<file path="src/rtl/cfg_dbuf_pkg.sv">
package cfg_dbuf_pkg;
  localparam int unsigned CFG_AW  = 32;
  localparam int unsigned CFG_DW  = 32;
  localparam int unsigned TILE_W  = 16;
  localparam int unsigned FEAT_W  = 8;
  localparam int unsigned REGI_W  = 8;

  // field order fixed by the address layout: register | feature | tile
  typedef struct packed {
    logic [REGI_W-1:0] reg_idx;
    logic [FEAT_W-1:0] feat_idx;
    logic [TILE_W-1:0] tile;
  } cfg_addr_t;

  typedef enum logic {
    BANK_PRI = 1'b0,
    BANK_SHD = 1'b1
  } bank_e;
endpackage

</file>
<file path="src/rtl/cfg_addr_dec.sv">
module cfg_addr_dec
  import cfg_dbuf_pkg::*;
#(
  parameter int unsigned NUM_FEAT = 4,
  parameter int unsigned NUM_REG  = 2,
  parameter int unsigned SLOT_W   = 3
) (
  input  logic [CFG_AW-1:0] addr_i,
  input  logic [TILE_W-1:0] tile_id_i,
  output logic              hit_o,
  output logic [SLOT_W-1:0] slot_o
);
  cfg_addr_t   fld;
  logic        tile_ok;
  logic        range_ok;
  logic [15:0] slot_full;

  always_comb begin
    fld       = cfg_addr_t'(addr_i);
    tile_ok   = (fld.tile == tile_id_i);
    range_ok  = (32'(fld.feat_idx) < NUM_FEAT) && (32'(fld.reg_idx) < NUM_REG);
    slot_full = 16'(fld.feat_idx) * 16'(NUM_REG) + 16'(fld.reg_idx);
    hit_o     = tile_ok && range_ok;
    slot_o    = slot_full[SLOT_W-1:0];
  end
endmodule

</file>
<file path="src/rtl/cfg_bank.sv">
module cfg_bank #(
  parameter int unsigned DATA_W   = 32,
  parameter int unsigned NUM_SLOT = 8,
  parameter int unsigned SLOT_W   = 3
) (
  input  logic                       clk_i,
  input  logic                       rst_ni,
  input  logic                       we_i,
  input  logic [SLOT_W-1:0]          slot_i,
  input  logic [DATA_W-1:0]          wdata_i,
  output logic [NUM_SLOT*DATA_W-1:0] words_o
);
  for (genvar s = 0; s < NUM_SLOT; s++) begin : g_slot
    logic [DATA_W-1:0] word_q;
    always_ff @(posedge clk_i or negedge rst_ni) begin
      if (!rst_ni)                                   word_q <= '0;
      else if (we_i && (slot_i == SLOT_W'(s)))       word_q <= wdata_i;
    end
    assign words_o[s*DATA_W +: DATA_W] = word_q;
  end
endmodule

</file>
<file path="src/rtl/cfg_rd_port.sv">
module cfg_rd_port #(
  parameter int unsigned DATA_W   = 32,
  parameter int unsigned NUM_SLOT = 8,
  parameter int unsigned SLOT_W   = 3
) (
  input  logic                       clk_i,
  input  logic                       rst_ni,
  input  logic                       rd_i,
  input  logic                       hit_i,
  input  logic [SLOT_W-1:0]          slot_i,
  input  logic                       sel_i,
  input  logic [NUM_SLOT*DATA_W-1:0] pri_i,
  input  logic [NUM_SLOT*DATA_W-1:0] shd_i,
  output logic [DATA_W-1:0]          rdata_o
);
  logic [NUM_SLOT*DATA_W-1:0] src;
  logic [DATA_W-1:0]          word;

  always_comb begin
    src  = sel_i ? shd_i : pri_i;
    word = hit_i ? src[slot_i*DATA_W +: DATA_W] : '0;
  end

  always_ff @(posedge clk_i or negedge rst_ni) begin
    if (!rst_ni)   rdata_o <= '0;
    else if (rd_i) rdata_o <= word;
  end
endmodule

</file>
<file path="src/rtl/cfg_route_mux.sv">
module cfg_route_mux #(
  parameter int unsigned DATA_W   = 32,
  parameter int unsigned NUM_SLOT = 8
) (
  input  logic                       sel_i,
  input  logic [NUM_SLOT*DATA_W-1:0] pri_i,
  input  logic [NUM_SLOT*DATA_W-1:0] shd_i,
  output logic [NUM_SLOT*DATA_W-1:0] sel_o
);
  for (genvar s = 0; s < NUM_SLOT; s++) begin : g_word
    assign sel_o[s*DATA_W +: DATA_W] = sel_i ? shd_i[s*DATA_W +: DATA_W]
                                             : pri_i[s*DATA_W +: DATA_W];
  end
endmodule

</file>
<file path="src/rtl/cfg_dbuf_regs.sv">
module cfg_dbuf_regs
  import cfg_dbuf_pkg::*;
#(
  parameter int unsigned NUM_FEAT = 4,
  parameter int unsigned NUM_REG  = 2,
  localparam int unsigned NUM_SLOT = NUM_FEAT * NUM_REG,
  localparam int unsigned SLOT_W   = (NUM_SLOT > 1) ? $clog2(NUM_SLOT) : 1,
  localparam int unsigned ROUTE_W  = NUM_SLOT * CFG_DW
) (
  input  logic               clk_i,
  input  logic               rst_ni,
  input  logic [TILE_W-1:0]  tile_id_i,
  input  logic [CFG_AW-1:0]  cfg_addr_i,
  input  logic [CFG_DW-1:0]  cfg_wdata_i,
  input  logic               cfg_wr_i,
  input  logic               cfg_rd_i,
  input  logic               cfg_target_i,
  input  logic               use_shadow_i,
  output logic [CFG_DW-1:0]  rd_data_o,
  output logic [ROUTE_W-1:0] route_sel_o
);
  logic              hit;
  logic [SLOT_W-1:0] slot;
  logic [ROUTE_W-1:0] bank_q [2];

  cfg_addr_dec #(
    .NUM_FEAT(NUM_FEAT), .NUM_REG(NUM_REG), .SLOT_W(SLOT_W)
  ) u_dec (
    .addr_i(cfg_addr_i), .tile_id_i(tile_id_i), .hit_o(hit), .slot_o(slot)
  );

  for (genvar b = 0; b < 2; b++) begin : g_bank
    logic we;
    assign we = cfg_wr_i && hit && (cfg_target_i == bank_e'(b));
    cfg_bank #(
      .DATA_W(CFG_DW), .NUM_SLOT(NUM_SLOT), .SLOT_W(SLOT_W)
    ) u_bank (
      .clk_i(clk_i), .rst_ni(rst_ni), .we_i(we), .slot_i(slot),
      .wdata_i(cfg_wdata_i), .words_o(bank_q[b])
    );
  end

  cfg_rd_port #(
    .DATA_W(CFG_DW), .NUM_SLOT(NUM_SLOT), .SLOT_W(SLOT_W)
  ) u_rd (
    .clk_i(clk_i), .rst_ni(rst_ni), .rd_i(cfg_rd_i), .hit_i(hit),
    .slot_i(slot), .sel_i(cfg_target_i), .pri_i(bank_q[0]),
    .shd_i(bank_q[1]), .rdata_o(rd_data_o)
  );

  cfg_route_mux #(
    .DATA_W(CFG_DW), .NUM_SLOT(NUM_SLOT)
  ) u_mux (
    .sel_i(use_shadow_i), .pri_i(bank_q[0]), .shd_i(bank_q[1]),
    .sel_o(route_sel_o)
  );
endmodule

</file>
<file path="config.mk">
export PLATFORM = sky130hd
export DESIGN_NAME = cfg_dbuf_regs
export DESIGN_NICKNAME = d
export VERILOG_FILES = /design/src/rtl/cfg_dbuf_pkg.sv /design/src/rtl/cfg_addr_dec.sv /design/src/rtl/cfg_bank.sv /design/src/rtl/cfg_rd_port.sv /design/src/rtl/cfg_route_mux.sv /design/src/rtl/cfg_dbuf_regs.sv
export SDC_FILE = /design/constraint.sdc
export NUM_CORES = 1
export LEC_CHECK = 0
export ABC_CLOCK_PERIOD_IN_PS = 1800
export BUFFER_PORTS_ARGS = -buffer_cell sky130_fd_sc_hd__buf_2
export CORE_ASPECT_RATIO = 1.5
export CORE_MARGIN = 2
export CORE_UTILIZATION = 58
export DETAILED_ROUTE_END_ITERATION = 10
export PLACE_DENSITY = 0.89
export SLEW_MARGIN = 20
export SYNTH_ARGS = -nofsm -noshare
export SYNTH_HDL_FRONTEND = slang
export SYNTH_SLANG_ARGS = --single-unit
</file>
<file path="constraint.sdc">
create_clock -name clk_i -period 1.8 [get_ports clk_i]
set_clock_uncertainty 0.15 [all_clocks]
set_input_delay 0 -clock clk_i [delete_from_list [all_inputs] [get_ports clk_i]]
set_output_delay 0 -clock clk_i [all_outputs]
set_load 0.005 [all_outputs]
</file>
# ---- Word level (Yosys, flattened, before mapping)
# Cells that the tools add are included.
dict set report word_totals {
  reg_bits 544
  input_bits 86
  out_inout_bits 288
}
dict set report op_classes {
  n_addsub 1
  order_cmp 2
  n_eq_ne 8
  shifts 1
  mux 10
  n_bitwise 1
  n_reduce_logical 22
}
# op count
set ops {}
lappend ops {{32-bit 2-to-1 mux} 9}
lappend ops {{256-bit 2-to-1 mux} 1}
lappend ops {{256-bit by 9-bit indexed part select with 32-bit output} 1}
lappend ops {{1-bit logical AND} 21}
lappend ops {{16-bit == test} 1}
lappend ops {{3-bit == test, second input constant} 4}
lappend ops {{8-bit by 2-bit less-than comparator with 1-bit output, second input constant} 1}
lappend ops {{8-bit by 3-bit less-than comparator with 1-bit output, second input constant} 1}
lappend ops {{3-bit by 2-bit == test with 1-bit output, second input constant} 2}
lappend ops {{3-bit adder} 1}
lappend ops {{3-bit by 1-bit == test with 1-bit output, second input constant} 1}
lappend ops {{3-bit zero test} 1}
lappend ops {{1-bit inverter} 1}

# ---- Longest topological paths before layout
dict set report depth {
  depth_word 6
  mapped_depth 8
  mapped_depth_nobuf 6
}

# ---- Hierarchy
# From an unflattened synthesis, not the netlist that was laid out.
dict set report hier_totals {
  cells_unflattened 2066
  hier_area_um2 28247.1
}
# module n_inst cells_each area_each_um2 seq_area_each_um2
set by_module_without_submodules {}
lappend by_module_without_submodules {cfg_bank 2 551 9613.0 6406.1}
lappend by_module_without_submodules {cfg_rd_port 1 648 5551.6 800.8}
lappend by_module_without_submodules {cfg_route_mux 1 284 3188.1 0.0}
lappend by_module_without_submodules {cfg_addr_dec 1 30 265.3 0.0}
lappend by_module_without_submodules {cfg_dbuf_regs 1 2 16.3 0.0}

# ---- Worst setup path after synthesis
# Ideal clock, no wire load.
dict set report synth_timing {
  path_type {input to register}
  start {input cfg_target_i}
  end {register u_rd.rdata_o[10]}
  setup_time_ps 141
  arrival_ps 1924
  slack_ps -415
  cell_stages 6
  cell_sequence {clkbuf_1 > clkbuf_1 > buf_1 > mux4_2 > a221oi_1 > o22ai_1}
}
dict set report synth_via {
  elab_chain_cells 3
}
# element line_no
set synth_rtl {}
lappend synth_rtl {{from (decl)} cfg_dbuf_regs.sv:17} ;# input logic cfg_target_i,
lappend synth_rtl {{256-bit 2-to-1 mux} cfg_rd_port.sv:20} ;# src = sel_i ? shd_i : pri_i;
lappend synth_rtl {{256-bit by 9-bit indexed part select with 32-bit output} cfg_rd_port.sv:21} ;# word = hit_i ? src[slot_i*DATA_W +: DATA_W] : '0;
lappend synth_rtl {{32-bit 2-to-1 mux} cfg_rd_port.sv:21}
lappend synth_rtl {{to (signal assigned)} cfg_rd_port.sv:26} ;# else if (rd_i) rdata_o <= word;
lappend synth_rtl {{to (decl)} cfg_rd_port.sv:14} ;# output logic [DATA_W-1:0] rdata_o
# Every way passes these cells.
# A chain may end at the register's enable or synchronous reset.

# ---- Worst setup path after layout
dict set report layout_timing {
  start {register g_bank[1].u_bank.g_slot[7].word_q[26]}
  end {register u_rd.rdata_o[26]}
}
dict set report layout_via {
  elab_chain_cells 3
}
# element line_no
set layout_rtl {}
lappend layout_rtl {{from (decl)} cfg_bank.sv:14} ;# logic [DATA_W-1:0] word_q;
lappend layout_rtl {{from (signal assigned)} cfg_bank.sv:17} ;# else if (we_i && (slot_i == SLOT_W'(s))) word_q <= wdata_i;
lappend layout_rtl {{256-bit 2-to-1 mux} cfg_rd_port.sv:20}
lappend layout_rtl {{256-bit by 9-bit indexed part select with 32-bit output} cfg_rd_port.sv:21}
lappend layout_rtl {{32-bit 2-to-1 mux} cfg_rd_port.sv:21}
# Every way passes these cells.

==> summary.txt <==
Status
  – Status: complete, no violations

Logic synthesis
  – Leading area contributor after synthesis: dfrtp_1
  – Yosys cell types: 30
  – Post-synthesis sequential area ratio: 48.8%
  – Mean Syn Cell Area: 15.6 sq um
  – Syn. warnings: 0
  – FFs w/ async S/R, synth: 100%
  – Cells after Synth: 1791
  – Mapped Area: 27900 sq um
  – Primary FF master, synth: dfrtp_1
  – #FFs+latches synth: ~540
  – Post-synth top area share: roughly 49%
  – EDFF count, synth: 0
  – Mapped Nets: 1878
  – Synth top area cells: dfrtp_1, mux2_2, mux2_1

Layout
  – Share of post-route cells with drive strength above 1: 63.0%
  – ANT cells: 0
  – Area Overhead vs Synth: 24.2%
  – Post-route cell area: between 30000 and 40000 sq um
  – Layout Utilization: ~73%
  – Commonest non-fill, non-tap cell in the layout: dfrtp_1
  – Final #Nets: 2331
  – Commonest non-fill, non-tap cells in the layout: dfrtp_1, mux2_2, buf_2, mux2_4, mux2_1

Die
  – Core Area: 47600 sq um
  – Die area: 49900 sq um
  – Die Span Y: 273 um
  – Die X-Extent: 183 um
  – Io pins: 374
  – Initial Util: between 50% and 60%
  – # rows: 98

Placement
  – PortBufs: roughly 370
  – Placed cell area: 32300 sq um
  – Half-perimeter wire length after placement: 57500 um
  – Final GP Congestion: 0.850

Global routing
  – Total grt overflow: 0
  – Antenna violations before repair: 1
  – Vias in the first global route: 20500
  – First-pass GRT wire length: 130000 um
  – GRT Resource Usage Total: a little over a third
  – Largest net degree at the start of global routing: 99

Pwr
  – Peak VDD IR: approximately 0.8 mV
  – Pwr dens: 747 nW/um^2
  – Final Power: 0.0259 W
  – Lkg Pwr: 18.4 nW

Critical path
  – CP arrival: 2090 ps
  – Crit start category: flip-flop
  – Crit end category: flip-flop
  – Critical setup path kind: flip-flop to flip-flop
  – Reg2reg setup slack: 1 ps
  – CP max FO: 3
  – R2R Path End: u_rd.rdata_o[26]
  – Reg-to-Reg Start: g_bank[1].u_bank.g_slot[7].word_q[26]
  – R2R cell count: 4
  – Critical Path RT: between 2000 and 2500 ps
  – Worst setup startpoint: g_bank[1].u_bank.g_slot[7].word_q[26]

Timing
  – Worst slew pin tran: 524 ps
  – Final Cycle Share: 99.9%
  – F_max: 0.556 GHz
  – Pins Over Slew Limit: 0
  – Unrepaired setup endpoints after global routing: yes
  – # setup viols final: 0
  – Setup TNS: 0 ps
  – Minimum clock period: around 1800 ps
  – Final Hold Viols: 0
  – Max-slew headroom: roughly 65%
  – Hold Worst Slack: around 35 ps

Run
  – Max-Cap Viols: 0

Drt
  – Vias post-DR: ~19000
  – DRC: 0
  – Routed vias/inst: approximately 6.6
  – Routed WL: between 80000 and 90000 um
  – DRT Pass-1 Iters: 5
  – Number of DRC markers in iteration 0: 1495
  – Post-DRT Antenna Nets: 0
  – WL/cell: roughly 30 um

Clock network
  – Clock sink total: 544
  – Maximum buffer depth of the clock tree: 3
  – CTS HTree Levels: 2
  – Clock Pin Slew Worst Setup and Hold Paths: ~70 ps
  – Clock Latency Late Sink: around 580 ps
  – Total CTS buffers: 50
  – Root Buffer: clkbuf_16
  – CTS tree: done

Min path
  – Hold Path Depth: 5
  – Hold EP: g_bank[1].u_bank.g_slot[0].word_q[16]
  – Worst Min Path Start: cfg_addr_i[24]
  – Worst hold path class: input port to flip-flop
-- synthesized netlist by cell type, types with 6 or more instances --
cell	count
a221oi_1	32
a22o_1	32
buf_1	13
buf_2	29
buf_6	25
clkbuf_1	93
dfrtp_1	544
inv_1	32
mux2_1	263
mux2_2	388
mux2_4	117
mux4_2	128
nand2_1	6
nand3_4	8
o22ai_1	32
xnor2_1	16
-- per-layer routing --
metal  up-vias  part of all wire [%]  global-route usage (%)
li1       7671                     -                       -
met1     10000                    36                    43.5
met2      1022                    50                    56.7
met3       299                   7.3                    5.78
met4         2                   6.9                    21.7
met5         -                 0.015                       0
-- worst max path at each step --
| stage | end | slack, ps |
|---|---|---|
| final | u_rd.rdata_o[26] | 1 |
| after global routing | u_rd.rdata_o[26] | -50 |
| after CTS | u_rd.rdata_o[13] | 0.4 |
| after detailed placement | g_bank[0].u_bank.g_slot[6].word_q[29] | -630 |
| after global placement | g_bank[1].u_bank.g_slot[4].word_q[3] | -560 |
| after floorplan | g_bank[0].u_bank.g_slot[6].word_q[28] | -240 |
-- kinds of logic after synthesis --
logic type,count (synthesis),synth area share [%]
AO/OA/AOI/OAI,96,2.73
multiplexers,896,42.9
buffers and inverters,192,3.38
flip-flops,544,48.8
AND/OR/NAND/NOR,45,1.60
adder cells (fa/ha/maj),1,0.0448
XOR/XNOR,17,0.583
-- metrics by stage --
stage	cells	setup slack [ps]
after floorplan	1791	-238
after global placement	2750	-558
after detailed placement	2750	-627
after CTS	2877	0.418
after global routing	2883	-47.7
final	2883	1.16
-- state kept, by name (all words and copies together), names as in the netlist --
| register | cells |
|---|---|
| g_bank.u_bank.g_slot.word_q | 512 |
| u_rd.rdata_o | 32 |
-- critical path, cell delays in order, from the launching register on --
cell      delay (ps)
dfrtp_1          400
mux4_2           500
a22o_1           250
a221oi_1         250
o22ai_1          110
-- what timing repair did --
action                                  in CTS  in global routing
hold endpoints to repair                  1088                  0
pin swaps                                    1                  8
hold buffers                                36                  0
buffers inserted                             0                  6
gates resized for setup                      7                 22
endpoints found under the setup margin     202                216
-- cell type report --
| class | count | area (sq um) |
|---|---|---|
| Multi-Input combinational cell | 1055 | 14200 |
| Sequential cell | 544 | 13600 |
| Fill cell | 2727 | 12900 |
| Timing Repair Buffer | 561 | 4200 |
| Clock buffer | 66 | 1450 |
| Tap cell | 600 | 751 |
| Clock inverter | 25 | 348 |
| Inverter | 32 | 120 |
-- where the power goes --
group | internal [W] | total, W | switching, W | leakage (nW)
clock network | 0.00681 | 0.0117 | 0.00487 | 0.868
logic | 0.000738 | 0.00198 | 0.00124 | 9.96
registers | 0.0122 | 0.0122 | 0.0000000000763 | 7.60
total | 0.0198 | 0.0259 | 0.00611 | 18.4
(Power assumes the default switching activity.)
